### src/rtl/adc_pm_pkg.sv
package adc_pm_pkg;

  typedef enum logic [1:0] {
    ST_IDLE    = 2'd0,
    ST_SAMPLE  = 2'd1,
    ST_CONVERT = 2'd2,
    ST_DONE    = 2'd3
  } seqState_e;

  // strobes from the control FSM to the datapath
  typedef struct packed {
    logic cntClr;
    logic cntInc;
    logic capture;
    logic commit;
  } dpStrobe_t;

  localparam logic [2:0] TRIG_AUTO = 3'b111;

endpackage

### src/rtl/adc_pm_cfg.sv
module adc_pm_cfg (
  input  logic       clk,
  input  logic       rst_n,
  input  logic       cfgWe,
  input  logic       cfgOnIn,
  input  logic       cfgRcSelIn,
  input  logic       cfgStopIdleIn,
  input  logic       cfgIrqEnIn,
  input  logic [2:0] cfgTrigIn,
  input  logic       sleepIn,
  output logic       onBit,
  output logic       rcSel,
  output logic       stopIdle,
  output logic       irqEn,
  output logic [2:0] trigSel
);

  always_ff @(posedge clk or negedge rst_n) begin
    if (!rst_n) begin
      onBit    <= 1'b0;
      rcSel    <= 1'b0;
      stopIdle <= 1'b0;
      irqEn    <= 1'b0;
      trigSel  <= 3'b000;
    end else if (cfgWe) begin
      onBit    <= cfgOnIn;
      rcSel    <= cfgRcSelIn;
      stopIdle <= cfgStopIdleIn;
      irqEn    <= cfgIrqEnIn;
      trigSel  <= cfgTrigIn;
    end
  end

  // configuration does not move across a sleep period
  AST_CFG_KEPT_IN_SLEEP: assert property (@(posedge clk) disable iff (!rst_n)
    (sleepIn && !cfgWe) |=> ($stable(onBit) && $stable(rcSel) && $stable(irqEn) && $stable(trigSel)));

endmodule

### src/rtl/adc_pm_dp.sv
module adc_pm_dp
  import adc_pm_pkg::*;
#(
  parameter int RES_W     = 10,
  parameter int BUF_DEPTH = 16,
  parameter int CNT_W     = 4,
  localparam int IDX_W    = (BUF_DEPTH > 1) ? $clog2(BUF_DEPTH) : 1
) (
  input  logic             clk,
  input  logic             rst_n,
  input  dpStrobe_t        strobe,
  input  logic [RES_W-1:0] anaIn,
  output logic [CNT_W-1:0] phaseCnt,
  output logic [RES_W-1:0] wrData,
  output logic [IDX_W-1:0] wrIdx
);

  localparam logic [IDX_W-1:0] IDX_LAST = IDX_W'(BUF_DEPTH - 1);

  logic [RES_W-1:0] sampleReg;

  always_ff @(posedge clk or negedge rst_n) begin
    if (!rst_n) begin
      phaseCnt <= '0;
    end else if (strobe.cntClr) begin
      phaseCnt <= '0;
    end else if (strobe.cntInc) begin
      phaseCnt <= phaseCnt + 1'b1;
    end
  end

  // result holding register: deliberately left without reset
  always_ff @(posedge clk) begin
    if (strobe.capture) begin
      sampleReg <= anaIn;
    end
  end

  always_ff @(posedge clk or negedge rst_n) begin
    if (!rst_n) begin
      wrIdx <= '0;
    end else if (strobe.commit) begin
      wrIdx <= (wrIdx == IDX_LAST) ? '0 : wrIdx + 1'b1;
    end
  end

  assign wrData = sampleReg;

  AST_IDX_ADVANCE: assert property (@(posedge clk) disable iff (!rst_n)
    strobe.commit |=> (wrIdx == (($past(wrIdx) == IDX_LAST) ? '0 : $past(wrIdx) + 1'b1)));

endmodule

### src/rtl/adc_pm_ctrl.sv
module adc_pm_ctrl
  import adc_pm_pkg::*;
#(
  parameter int SAMPLE_CLKS = 2,
  parameter int CONV_CLKS   = 14,
  parameter int CNT_W       = 4
) (
  input  logic             clk,
  input  logic             rst_n,
  input  logic             cfgWe,
  input  logic             cfgOnIn,
  input  logic             rcSel,
  input  logic             stopIdle,
  input  logic             irqEn,
  input  logic [2:0]       trigSel,
  input  logic             startReq,
  input  logic             sleepIn,
  input  logic             idleIn,
  input  logic [CNT_W-1:0] phaseCnt,
  output dpStrobe_t        strobe,
  output logic             converting,
  output logic             bufWrite,
  output logic             wakeIrq,
  output logic             modPowered
);

  localparam logic [CNT_W-1:0] SAMPLE_LAST = CNT_W'(SAMPLE_CLKS - 1);
  localparam logic [CNT_W-1:0] CONV_LAST   = CNT_W'(CONV_CLKS - 1);

  seqState_e state, stateNext;
  logic      halt;
  logic      run;
  logic      trigger;
  logic      powerDown;

  // sleep stops the system clock; idle halts only when asked to
  always_comb begin
    if (sleepIn) halt = !rcSel;
    else         halt = idleIn && stopIdle;
  end

  assign run     = modPowered && !halt;
  assign trigger = (trigSel == TRIG_AUTO) ? 1'b1 : startReq;

  always_comb begin
    stateNext = state;
    strobe    = '0;
    unique case (state)
      ST_IDLE: begin
        if (run && trigger) begin
          stateNext     = ST_SAMPLE;
          strobe.cntClr = 1'b1;
        end
      end
      ST_SAMPLE: begin
        if (!run) begin
          stateNext = ST_IDLE;
        end else if (phaseCnt == SAMPLE_LAST) begin
          stateNext      = ST_CONVERT;
          strobe.capture = 1'b1;
          strobe.cntClr  = 1'b1;
        end else begin
          strobe.cntInc = 1'b1;
        end
      end
      ST_CONVERT: begin
        if (!run) begin
          stateNext = ST_IDLE;
        end else if (phaseCnt == CONV_LAST) begin
          stateNext = ST_DONE;
        end else begin
          strobe.cntInc = 1'b1;
        end
      end
      ST_DONE: begin
        stateNext     = ST_IDLE;
        strobe.commit = run;
      end
      default: stateNext = ST_IDLE;
    endcase
  end

  always_ff @(posedge clk or negedge rst_n) begin
    if (!rst_n) state <= ST_IDLE;
    else        state <= stateNext;
  end

  // completion in sleep without an interrupt switches the converter off
  assign powerDown = strobe.commit && sleepIn && !irqEn;

  always_ff @(posedge clk or negedge rst_n) begin
    if (!rst_n)         modPowered <= 1'b0;
    else if (cfgWe)     modPowered <= cfgOnIn;
    else if (powerDown) modPowered <= 1'b0;
  end

  assign converting = (state == ST_SAMPLE) || (state == ST_CONVERT);
  assign bufWrite   = strobe.commit;
  assign wakeIrq    = strobe.commit && irqEn;

  AST_WRITE_ONE_CYCLE: assert property (@(posedge clk) disable iff (!rst_n)
    bufWrite |=> !bufWrite);
  AST_IRQ_ONE_CYCLE: assert property (@(posedge clk) disable iff (!rst_n)
    wakeIrq |=> !wakeIrq);
  AST_ABORT_TO_IDLE: assert property (@(posedge clk) disable iff (!rst_n)
    (converting && !run) |=> (state == ST_IDLE));
  AST_HALTED_NO_START: assert property (@(posedge clk) disable iff (!rst_n)
    ((state == ST_IDLE) && halt) |=> !converting);
  AST_UNPOWERED_QUIET: assert property (@(posedge clk) disable iff (!rst_n)
    !modPowered |=> !converting);
  AST_POWER_DROP_CAUSE: assert property (@(posedge clk) disable iff (!rst_n)
    ($fell(modPowered) && !$past(cfgWe)) |-> $past(bufWrite && sleepIn));

endmodule

### src/rtl/adc_pm_seq.sv
module adc_pm_seq
  import adc_pm_pkg::*;
#(
  parameter int RES_W       = 10,
  parameter int BUF_DEPTH   = 16,
  parameter int SAMPLE_CLKS = 2,
  parameter int CONV_CLKS   = 14,
  localparam int IDX_W      = (BUF_DEPTH > 1) ? $clog2(BUF_DEPTH) : 1
) (
  input  logic             clk,
  input  logic             rst_n,
  input  logic             cfgWe,
  input  logic             cfgOnIn,
  input  logic             cfgRcSelIn,
  input  logic             cfgStopIdleIn,
  input  logic             cfgIrqEnIn,
  input  logic [2:0]       cfgTrigIn,
  input  logic             startReq,
  input  logic             sleepIn,
  input  logic             idleIn,
  input  logic [RES_W-1:0] anaIn,
  output logic             converting,
  output logic             bufWrite,
  output logic             wakeIrq,
  output logic             modPowered,
  output logic             cfgOn,
  output logic [IDX_W-1:0] wrIdx,
  output logic [RES_W-1:0] wrData
);

  localparam int PHASE_MAX = (SAMPLE_CLKS > CONV_CLKS) ? SAMPLE_CLKS : CONV_CLKS;
  localparam int CNT_W     = $clog2(PHASE_MAX + 1);

  logic             rcSel;
  logic             stopIdle;
  logic             irqEn;
  logic [2:0]       trigSel;
  logic [CNT_W-1:0] phaseCnt;
  dpStrobe_t        strobe;

  adc_pm_cfg u_cfg (
    .clk           (clk),
    .rst_n         (rst_n),
    .cfgWe         (cfgWe),
    .cfgOnIn       (cfgOnIn),
    .cfgRcSelIn    (cfgRcSelIn),
    .cfgStopIdleIn (cfgStopIdleIn),
    .cfgIrqEnIn    (cfgIrqEnIn),
    .cfgTrigIn     (cfgTrigIn),
    .sleepIn       (sleepIn),
    .onBit         (cfgOn),
    .rcSel         (rcSel),
    .stopIdle      (stopIdle),
    .irqEn         (irqEn),
    .trigSel       (trigSel)
  );

  adc_pm_ctrl #(
    .SAMPLE_CLKS (SAMPLE_CLKS),
    .CONV_CLKS   (CONV_CLKS),
    .CNT_W       (CNT_W)
  ) u_ctrl (
    .clk        (clk),
    .rst_n      (rst_n),
    .cfgWe      (cfgWe),
    .cfgOnIn    (cfgOnIn),
    .rcSel      (rcSel),
    .stopIdle   (stopIdle),
    .irqEn      (irqEn),
    .trigSel    (trigSel),
    .startReq   (startReq),
    .sleepIn    (sleepIn),
    .idleIn     (idleIn),
    .phaseCnt   (phaseCnt),
    .strobe     (strobe),
    .converting (converting),
    .bufWrite   (bufWrite),
    .wakeIrq    (wakeIrq),
    .modPowered (modPowered)
  );

  adc_pm_dp #(
    .RES_W     (RES_W),
    .BUF_DEPTH (BUF_DEPTH),
    .CNT_W     (CNT_W)
  ) u_dp (
    .clk      (clk),
    .rst_n    (rst_n),
    .strobe   (strobe),
    .anaIn    (anaIn),
    .phaseCnt (phaseCnt),
    .wrData   (wrData),
    .wrIdx    (wrIdx)
  );

endmodule

### config.mk
export PLATFORM = sky130hd
export DESIGN_NAME = adc_pm_seq
export DESIGN_NICKNAME = d
export VERILOG_FILES = /design/src/rtl/adc_pm_pkg.sv /design/src/rtl/adc_pm_cfg.sv /design/src/rtl/adc_pm_dp.sv /design/src/rtl/adc_pm_ctrl.sv /design/src/rtl/adc_pm_seq.sv
export SDC_FILE = /design/constraint.sdc
export NUM_CORES = 1
export LEC_CHECK = 0
export ABC_CLOCK_PERIOD_IN_PS = 3600
export BUFFER_PORTS_ARGS = -buffer_cell sky130_fd_sc_hd__clkbuf_2
export CAP_MARGIN = 20
export CORE_ASPECT_RATIO = 0.8
export CORE_MARGIN = 4
export CORE_UTILIZATION = 53
export CTS_CLUSTER_DIAMETER = 60
export DETAILED_ROUTE_END_ITERATION = 6
export HOLD_SLACK_MARGIN = 0.05
export PLACE_DENSITY = 0.85
export SYNTH_ARGS = -nofsm -noshare
export SYNTH_HDL_FRONTEND = slang
export SYNTH_SLANG_ARGS = --single-unit
### constraint.sdc
create_clock -name clk -period 3.6 [get_ports clk]
set_input_delay 0.54 -clock clk [delete_from_list [all_inputs] [get_ports clk]]
set_output_delay 0.54 -clock clk [all_outputs]
set_load 0.02 [all_outputs]
======== Word-level counts from Yosys, hierarchy flattened ========
Index checks and enable logic that the tools add are counted.
operators by class
  bitwise logic cells ..................... 0
  multiplexer cells ....................... 23
  add/subtract/negate cells ............... 2
  shift operators ......................... 0
  divide/modulo/power cells ............... 0
  equal/unequal tests ..................... 10
  order comparisons ....................... 0
  reduce and logical (&&, ||, !) cells .... 14
  multiply operators ...................... 0
operators by type and width
  kind                 number
  $mux 4               3
  $mux 1               11
  $mux 2               5
  $add 4x1->4 const B  2
  $eq 4x4->1 const B   2
  $pmux 2 s4           1
  $logic_and 1x1->1    6
  $ne 3x3->1 const B   2
  $eq 2x2->1 const B   2
  $eq 4x1->1 const B   1
  $pmux 1 s2           2
  $reduce_bool 2->1    2
  $eq 3x3->1 const B   1
  $logic_not 1->1      3
  $mux 3               1
  $reduce_and 3->1     1
  $eq 2x1->1 const B   1
  $logic_not 2->1      1
  $ne 2x1->1 const B   1
  $logic_or 1x1->1     1
word-level totals
  bits of input ports ..................... 23
  memories ................................ 0
  output and inout bits ................... 19
  bits in latches ......................... 0
  register bits after elaboration ......... 28
  bits in writable memories ............... 0
  logic and storage cells ................. 59
  bits in read-only memories .............. 0

======== Logic depth before layout (Yosys ltp) ========
Gate-level depths: netlist of run 1.
  depth after elaboration ................. 9
  gate-level depth with buffers ........... 7
  mapped depth without buffers ............ 6

======== Modules after synthesis ========
Synthesis of run 1 repeated with hierarchy kept, for this count alone.
unflattened totals
  cells, all modules ...................... 98
  area total of the unflattened synthesis .. 1286.2 µm²
by module, submodules not included
  module       seq. area each (µm²)  times used  area each (µm²)  cells an instance
  adc_pm_dp    500.5                 1           654.4            42
  adc_pm_ctrl  75.1                  1           340.3            41
  adc_pm_cfg   175.2                 1           291.5            15

======== Worst setup path before layout of run 1 ========
No wires, ideal clock.
  path type ............................... register to register
  start ................................... register u_ctrl.state[1]
  end ..................................... register u_dp.phaseCnt[3]
  path buffers ............................ 1
  arrival time ............................ 1857 ps
  setup slack ............................. 1666 ps
  data required time ...................... 3522 ps
  library setup time ...................... 78 ps
  period minus slack after synthesis ...... 1934 ps
  stages on the path, launching flop included .. 8
  path through ............................ dfrtp_1 > inv_1 > ha_1 > and4b_1 > or3_1 > buf_6 > or4_1 > a21oi_1
between the ends
  longest elaborated chain between the ends .. 3
  elaborated cells on any way between the ends .. 7
  classes of those cells .................. eq/ne: 2; mux: 3; reduce/logical: 2
ends and longest elaborated chain
  what                                                RTL line           source
  start: declaration                                  adc_pm_ctrl.sv:30  seqState_e state, stateNext;
  start signal: assignment                            adc_pm_ctrl.sv:85  else state <= stateNext;
  $eq 2x1->1, or another cell as far along            adc_pm_ctrl.sv:48  unique case (state)
  $pmux 1 s2                                          adc_pm_ctrl.sv:48
  $mux 4 / $reduce_bool 2->1 (equally long branches)  n/a
  end signal: assignment                              adc_pm_dp.sv:28    phaseCnt <= phaseCnt + 1'b1;
  end: declaration                                    adc_pm_dp.sv:13    output logic [CNT_W-1:0] phaseCnt,
Several ways; a longest one is shown, not always the timed one.
A chain may end at the register's enable or synchronous reset.

======== Worst setup path after layout of run 1 ========
  start ................................... register u_ctrl.state[1]
  end ..................................... register u_dp.phaseCnt[2]
Same word-level chain as after synthesis.

==> results of run 1 <==
routing by layer:
metal / track usage / vias to the layer above / wire, um
met5: 0 / - / 0
met1: 0.189 / 475 / 1070
li1: - / 461 / -
met4: 0.0476 / 0 / 31
met3: 0.0475 / 4 / 158
met2: 0.340 / 41 / 1440
state kept, by name (all words and copies together) (netlist names):
register           count
u_ctrl.state           2
u_dp.phaseCnt          4
u_cfg.irqEn            1
u_cfg.rcSel            1
u_cfg.trigSel          3
u_cfg.onBit            1
u_dp.wrData           10
u_dp.wrIdx             4
u_cfg.stopIdle         1
u_ctrl.modPowered      1
cells in the mapped netlist, drive strengths merged:
cell / count
and4b: 1
o21bai: 1
clkbuf: 1
mux2i: 1
nand2b: 2
nand3b: 1
o31ai: 3
a311oi: 1
o21ai: 4
inv: 6
nor3b: 1
edfxtp: 10
mux2: 7
nand4: 4
nor4b: 1
a21o: 1
o41ai: 1
xnor2: 1
ha: 7
nand3: 3
o2bb2ai: 1
buf: 1
and3: 2
nor2: 3
a2bb2oi: 1
or3: 3
nand2: 5
a21oi: 6
a31o: 1
or4: 2
o32ai: 1
dfrtp: 18
worst max-delay path, stage by stage (launching register included):
cell and delay [ns]:
dfrtp_1 0.44, inv_1 0.12, ha_1 0.21, and4b_1 0.21, or3_1 0.46, or4_1 0.51, a21oi_1 0.16
final cells by class:
class | count | area, sq um
multi-input combinational | 65 | 490
fill | 178 | 707
clock buffer | 4 | 26.3
sequential | 28 | 751
tap | 25 | 31.3
inverter | 6 | 22.5
timing repair buffer | 41 | 205
logic make-up after synthesis:
group / synth area share
AND/OR/NAND/NOR: 0.129
flip-flops: 0.587
AO/OA/AOI/OAI: 0.110
buffers and inverters: 0.0293
multiplexers: 0.0695
adder cells (fa/ha/maj): 0.0685
XOR/XNOR: 0.00685
metrics by stage:
stage                util  setup WS (ns)
global placement    0.672           1.56
finish              0.683           1.42
floorplan               -           1.67
global route        0.683           1.33
CTS                 0.683           1.44
detailed placement  0.672           1.39
power groups by stage:
stage	Clock [mW]	Combinational (mW)	Sequential (mW)
floorplan	0	0.145	0.397
detailed placement	0	0.202	0.392
global route	0.147	0.222	0.390
global placement	0	0.193	0.389
CTS	0.132	0.202	0.386
finish	0.126	0.204	0.386
worst max path at each step:
stage | endpoint | slack [ns] | start | depth (start not counted)
2_1_floorplan | u_dp.phaseCnt[3] | 1.67 | u_ctrl.state[1] | 7
3_3_place_gp | u_dp.wrData[0] | 1.56 | sleepIn | 4
3_5_place_dp | u_dp.wrData[2] | 1.39 | sleepIn | 4
4_1_cts | u_dp.phaseCnt[2] | 1.44 | u_ctrl.state[1] | 6
5_1_grt | bufWrite | 1.33 | u_ctrl.state[0] | 4
6_report | u_dp.phaseCnt[2] | 1.42 | u_ctrl.state[1] | 6
==> flow_summary.ini, run 1 <==
[outcome]
status = finished, final reports clean

[timing]
max_freq_mhz = 459
setup_tns_ns = 0
post-route-period-util = 0.606
finalHoldViolCount = 0
number_of_max_slew_violations_in_the_final_report = 0
worst_pin_slew_ns = 0.803
slew-limit-headroom = 0.463
fin_hold_ws_ns = 0.132
rsz0062_at_grt = no
setup-violations-final = 0
final.min_clock_period_ns = 2.18
clock-skew-final_ns = 0.00348

[grt]
grt_pass1_vias = 1024
gr-total-overflow = 0
antenna_found_initial = 0
grt_start_max_net_pins = 19
global_route.usage.total = 0.175
grt_first_pass_wirelength_mm = 4.44

[clocking]
cts.repair_timing.setup_buffer_count = 0
cts_tree = done
cts.clk_slew.worst_paths_ns = 0.13
cts_sinks = 28
clkLatencyLatePin_ns = 0.32
clock-root-buffer = clkbuf_4
ctsHtreeMaxLevel = 1
cts_buffers = 3
cells_resized_by_post_cts_repair = 0
ctsHoldBuffers = 0
clockBufferDepth = 2

[cells_and_area]
antenna_cells_inserted = 0
final-instance-count-excl-fill = 169
area_growth_from_synthesis_to_layout_pct = 19.4
finalInstanceArea_sq_um = 1530
post_route_cells_drive_above_1_share = 0.375
mostFrequentLayoutCell = clkbuf_2
finish.net_count = 175
final_cell_mix = 41 x clkbuf_2, 18 x dfrtp_1, 10 x edfxtp_1

[floorplan]
die_y_um = 51.9
num_rows = 15
io_pins = 42
core_region_area_sq_um = 2230
die_area_sq_um = 3270
die_x_um = 62.9
initial_utilization = 0.573

[synthesis]
proportion_of_netlist_area_held_by_the_largest_area_contributor = 0.352
cell_count_after_synthesis = 101
netlist_area_sq_um = 1280
postSynthRegisterBits = 28
synth.largest_area_cell = dfrtp_1
synth.distinct_cells = 33
synth_area_per_cell_sq_um = 12.7
post_synth_main_area_contributors = dfrtp_1 35%, edfxtp_1 23%, ha_1 6.8%
ys_warn_count = 0
synth_seq_area_share = 0.587
syn_nets = 131

[hold_path]
min-delay-path-class = in2async

[job]
max_cap_violations = 0

[placement]
portBuffers = 41
dp.cells = 165
gp_congestion = 0.895
dp.final_hpwl_mm = 2.17
placement.cell_area_sq_um = 1500

[pwr]
power.switching_fraction = 0.325
share_seq_of_total_power = 0.539
internal_power_uw = 484
netSwitchingPower_uw = 233
power.static_leakage_nw = 0.716
power_per_cell_area_nw_per_um2 = 470
combinationalPowerShare = 0.285
post-layout-total-power_uw = 717
worst_ir_drop_vdd_mv = 0.298
power_frac_clock = 0.176

[critical_path]
rr_startpoint = u_ctrl.state[1]
worstSetupPathType = reg2reg
type_of_element_capturing_the_critical_path = flip-flop
kind_of_start_point_of_the_critical_path = flip-flop
worst_r2r_endpoint = u_dp.phaseCnt[2]
crit_path_max_fanout = 11
r2r.worst_path.cells = 6
worst_ep_required_time_ns = 3.85
setup_slack_of_the_most_critical_reg_to_reg_path_ns = 1.42
arrival_ns = 2.43

[drt]
drcViolationCount = 0
wl_mm = 2.70
viasPerCell = 5.80
first_iter_violations = 34
route.vias.total = 981
wl_per_cell_um = 16.0
route.antenna.remaining_nets = 0
drt_first_pass_iters = 4
Note: power is estimated with default switching activity, not from simulation.
==> inputs of run 2 (changes only) <==
--- a/config.mk
+++ b/config.mk
@@ -5,16 +5,16 @@
 export SDC_FILE = /design/constraint.sdc
 export NUM_CORES = 1
 export LEC_CHECK = 0
-export ABC_CLOCK_PERIOD_IN_PS = 3600
+export ABC_CLOCK_PERIOD_IN_PS = 2100
 export BUFFER_PORTS_ARGS = -buffer_cell sky130_fd_sc_hd__clkbuf_2
 export CAP_MARGIN = 20
 export CORE_ASPECT_RATIO = 0.8
 export CORE_MARGIN = 4
-export CORE_UTILIZATION = 53
+export CORE_UTILIZATION = 49
 export CTS_CLUSTER_DIAMETER = 60
 export DETAILED_ROUTE_END_ITERATION = 6
 export HOLD_SLACK_MARGIN = 0.05
-export PLACE_DENSITY = 0.85
+export PLACE_DENSITY = 0.8
 export SYNTH_ARGS = -nofsm -noshare
 export SYNTH_HDL_FRONTEND = slang
 export SYNTH_SLANG_ARGS = --single-unit
==> constraint.sdc (replaced) <==
create_clock -name clk -period 2.1 [get_ports clk]
set_input_delay 0.315 -clock clk [delete_from_list [all_inputs] [get_ports clk]]
set_output_delay 0.315 -clock clk [all_outputs]
set_load 0.02 [all_outputs]
==> run 2 against run 1 <==
Routed wire length down 12%. Critical path type unchanged. Sequential cell count unchanged. Via count shrank 1.8%. Maximum frequency rose by 9.9%. First-iteration DRC count fell by 47%. Utilization down 3.5 points. Hold slack improved by 0.026 ns.
==> flow_summary.ini, run 2 (synthesized netlist as in run 1, its figures left out) <==
[outcome]
status = finished, final reports clean

[drt]
first_iter_violations = 18
drcViolationCount = 0
drt_first_pass_iters = 4
wl_mm = 2.39
route.vias.total = 963
wl_per_cell_um = 13.0
route.antenna.remaining_nets = 0
viasPerCell = 5.26

[clocking]
cts.repair_timing.setup_buffer_count = 0
cts.clk_slew.worst_paths_ns = 0.14
cts_tree = done
cts_sinks = 28
ctsHtreeMaxLevel = 1
clkLatencyLatePin_ns = 0.32
clockBufferDepth = 2
clock-root-buffer = clkbuf_4
cts_buffers = 3

[timing]
slew-limit-headroom = 0.695
final.min_clock_period_ns = 1.98
worst_pin_slew_ns = 0.458
max_freq_mhz = 504
finalHoldViolCount = 0
rsz0062_at_grt = no
clock-skew-final_ns = 0.00157
setup_tns_ns = 0
post-route-period-util = 0.944
setup-violations-final = 0
fin_hold_ws_ns = 0.159
number_of_max_slew_violations_in_the_final_report = 0
setup_ws_ns = 0.117

[critical_path]
timing.critical_path.cells = inv_1, ha_1, and4b_1, or3_4, or4_1, a21oi_1
type_of_element_capturing_the_critical_path = flip-flop
crit_family = simple AND/OR/NAND/NOR gates
arrival_ns = 2.24
worst_ep_required_time_ns = 2.36
worst_path_max_delay_cell = or4_1
cp_num_buf_inv = 1
critical_path.max_stage_delay_ns = 0.48
kind_of_start_point_of_the_critical_path = flip-flop
crit_path_max_fanout = 8
worstSetupPathType = reg2reg

[grt]
grt_first_pass_wirelength_mm = 3.93
gr-total-overflow = 0
grt_start_max_net_pins = 19
grt_pass1_vias = 926
global_route.usage.total = 0.146
antenna_found_initial = 0

[floorplan]
die_y_um = 53.7
die_x_um = 65.1
num_rows = 16
initial_utilization = 0.519
io_pins = 42
core_region_area_sq_um = 2460
die_area_sq_um = 3500

[cells_and_area]
nFillCells = 212
finish.net_count = 178
flip_flop_count_of_the_largest_register_all_copies_and_words_added = 10
antenna_cells_inserted = 0
area_growth_from_synthesis_to_layout_pct = 24.9
final_cell_mix = 41 x clkbuf_2, 18 x dfrtp_1, 10 x edfxtp_1
post_route_cells_drive_above_1_share = 0.395
mostFrequentLayoutCell = clkbuf_2
finalInstanceArea_sq_um = 1600

[placement]
portBuffers = 41
dp.final_hpwl_mm = 1.85
place_worst_setup_slack_ns = 0.0795
gp_congestion = 0.803
placement.cell_area_sq_um = 1530

[hold_path]
min-delay-path-class = in2reg

[job]
max_cap_violations = 0

[pwr]
worst_ir_drop_vdd_mv = 0.548
power.static_leakage_nw = 0.744
power_per_cell_area_nw_per_um2 = 861
## run 2: cell types whose count changed in the layout (fill, tap and decap cells not counted)
| cell | delta |
|---|---|
| buf_4 | +2 |
| or3_4 | +1 |
| bufinv_16 | +1 |
| or3_1 | -1 |
| clkbuf_1 | -1 |
| dlygate4sd3_1 | +1 |
## run 2: final cells by class
| type | instances | area, sq um | share of cell area |
|---|---|---|---|
| Clock inverter | 1 | 30.0 | 0.0188 |
| Tap cell | 36 | 45.0 | 0.0282 |
| Timing Repair Buffer | 44 | 230 | 0.144 |
| Inverter | 6 | 22.5 | 0.0141 |
| Clock buffer | 3 | 22.5 | 0.0141 |
| Sequential cell | 28 | 751 | 0.470 |
| Multi-Input combinational cell | 65 | 495 | 0.310 |
## run 2: worst register-to-register path, delay by kind of cell, from the launching register on
family	cells	cell delay [ns]
simple gates	3	1.07
buf+inv	1	0.10
fa+ha+maj	1	0.19
compound gates	1	0.15
flops	1	0.42
## run 2: timing repair
action	CTS	global route
hold endpoints to repair	18	0
hold buffers	1	0
gates resized for setup	0	1
setup endpoints to repair	0	4
## run 2: layer usage
layer	wire length, um	GRT usage	up-vias
li1	-	-	471
met1	987	0.160	447
met2	1140	0.278	43
met3	244	0.0543	2
met4	12	0.0207	0
met5	0	0	-
## run 2: power breakdown
| part | internal (mW) | switching, mW |
|---|---|---|
| clock | 0.193 | 0.148 |
| combinational | 0.165 | 0.208 |
| sequential | 0.614 | 0.0463 |
## run 2: stage by stage
step                      utilization  power, mW  std cells
final                           0.648       1.37        183
after detailed placement        0.621       1.03        178
after floorplan                     -      0.930        101
after CTS                       0.646       1.38        183
after global placement          0.621       1.01        178
after global routing            0.648       1.46        183
## run 2: final timing paths
check	start	end	slack, ns	depth (start not counted)
worst max register to register	u_ctrl.state[1]	u_dp.phaseCnt[2]	0.12	6
worst min register to register	u_cfg.rcSel	u_cfg.rcSel	0.53	1
min in group asynchronous	rst_n	u_dp.wrIdx[1]	0.45	2
worst max-delay path	u_ctrl.state[1]	u_dp.phaseCnt[2]	0.12	6
max in group asynchronous	rst_n	u_dp.phaseCnt[3]	1.34	2
worst min-delay path	anaIn[3]	u_dp.wrData[3]	0.16	1
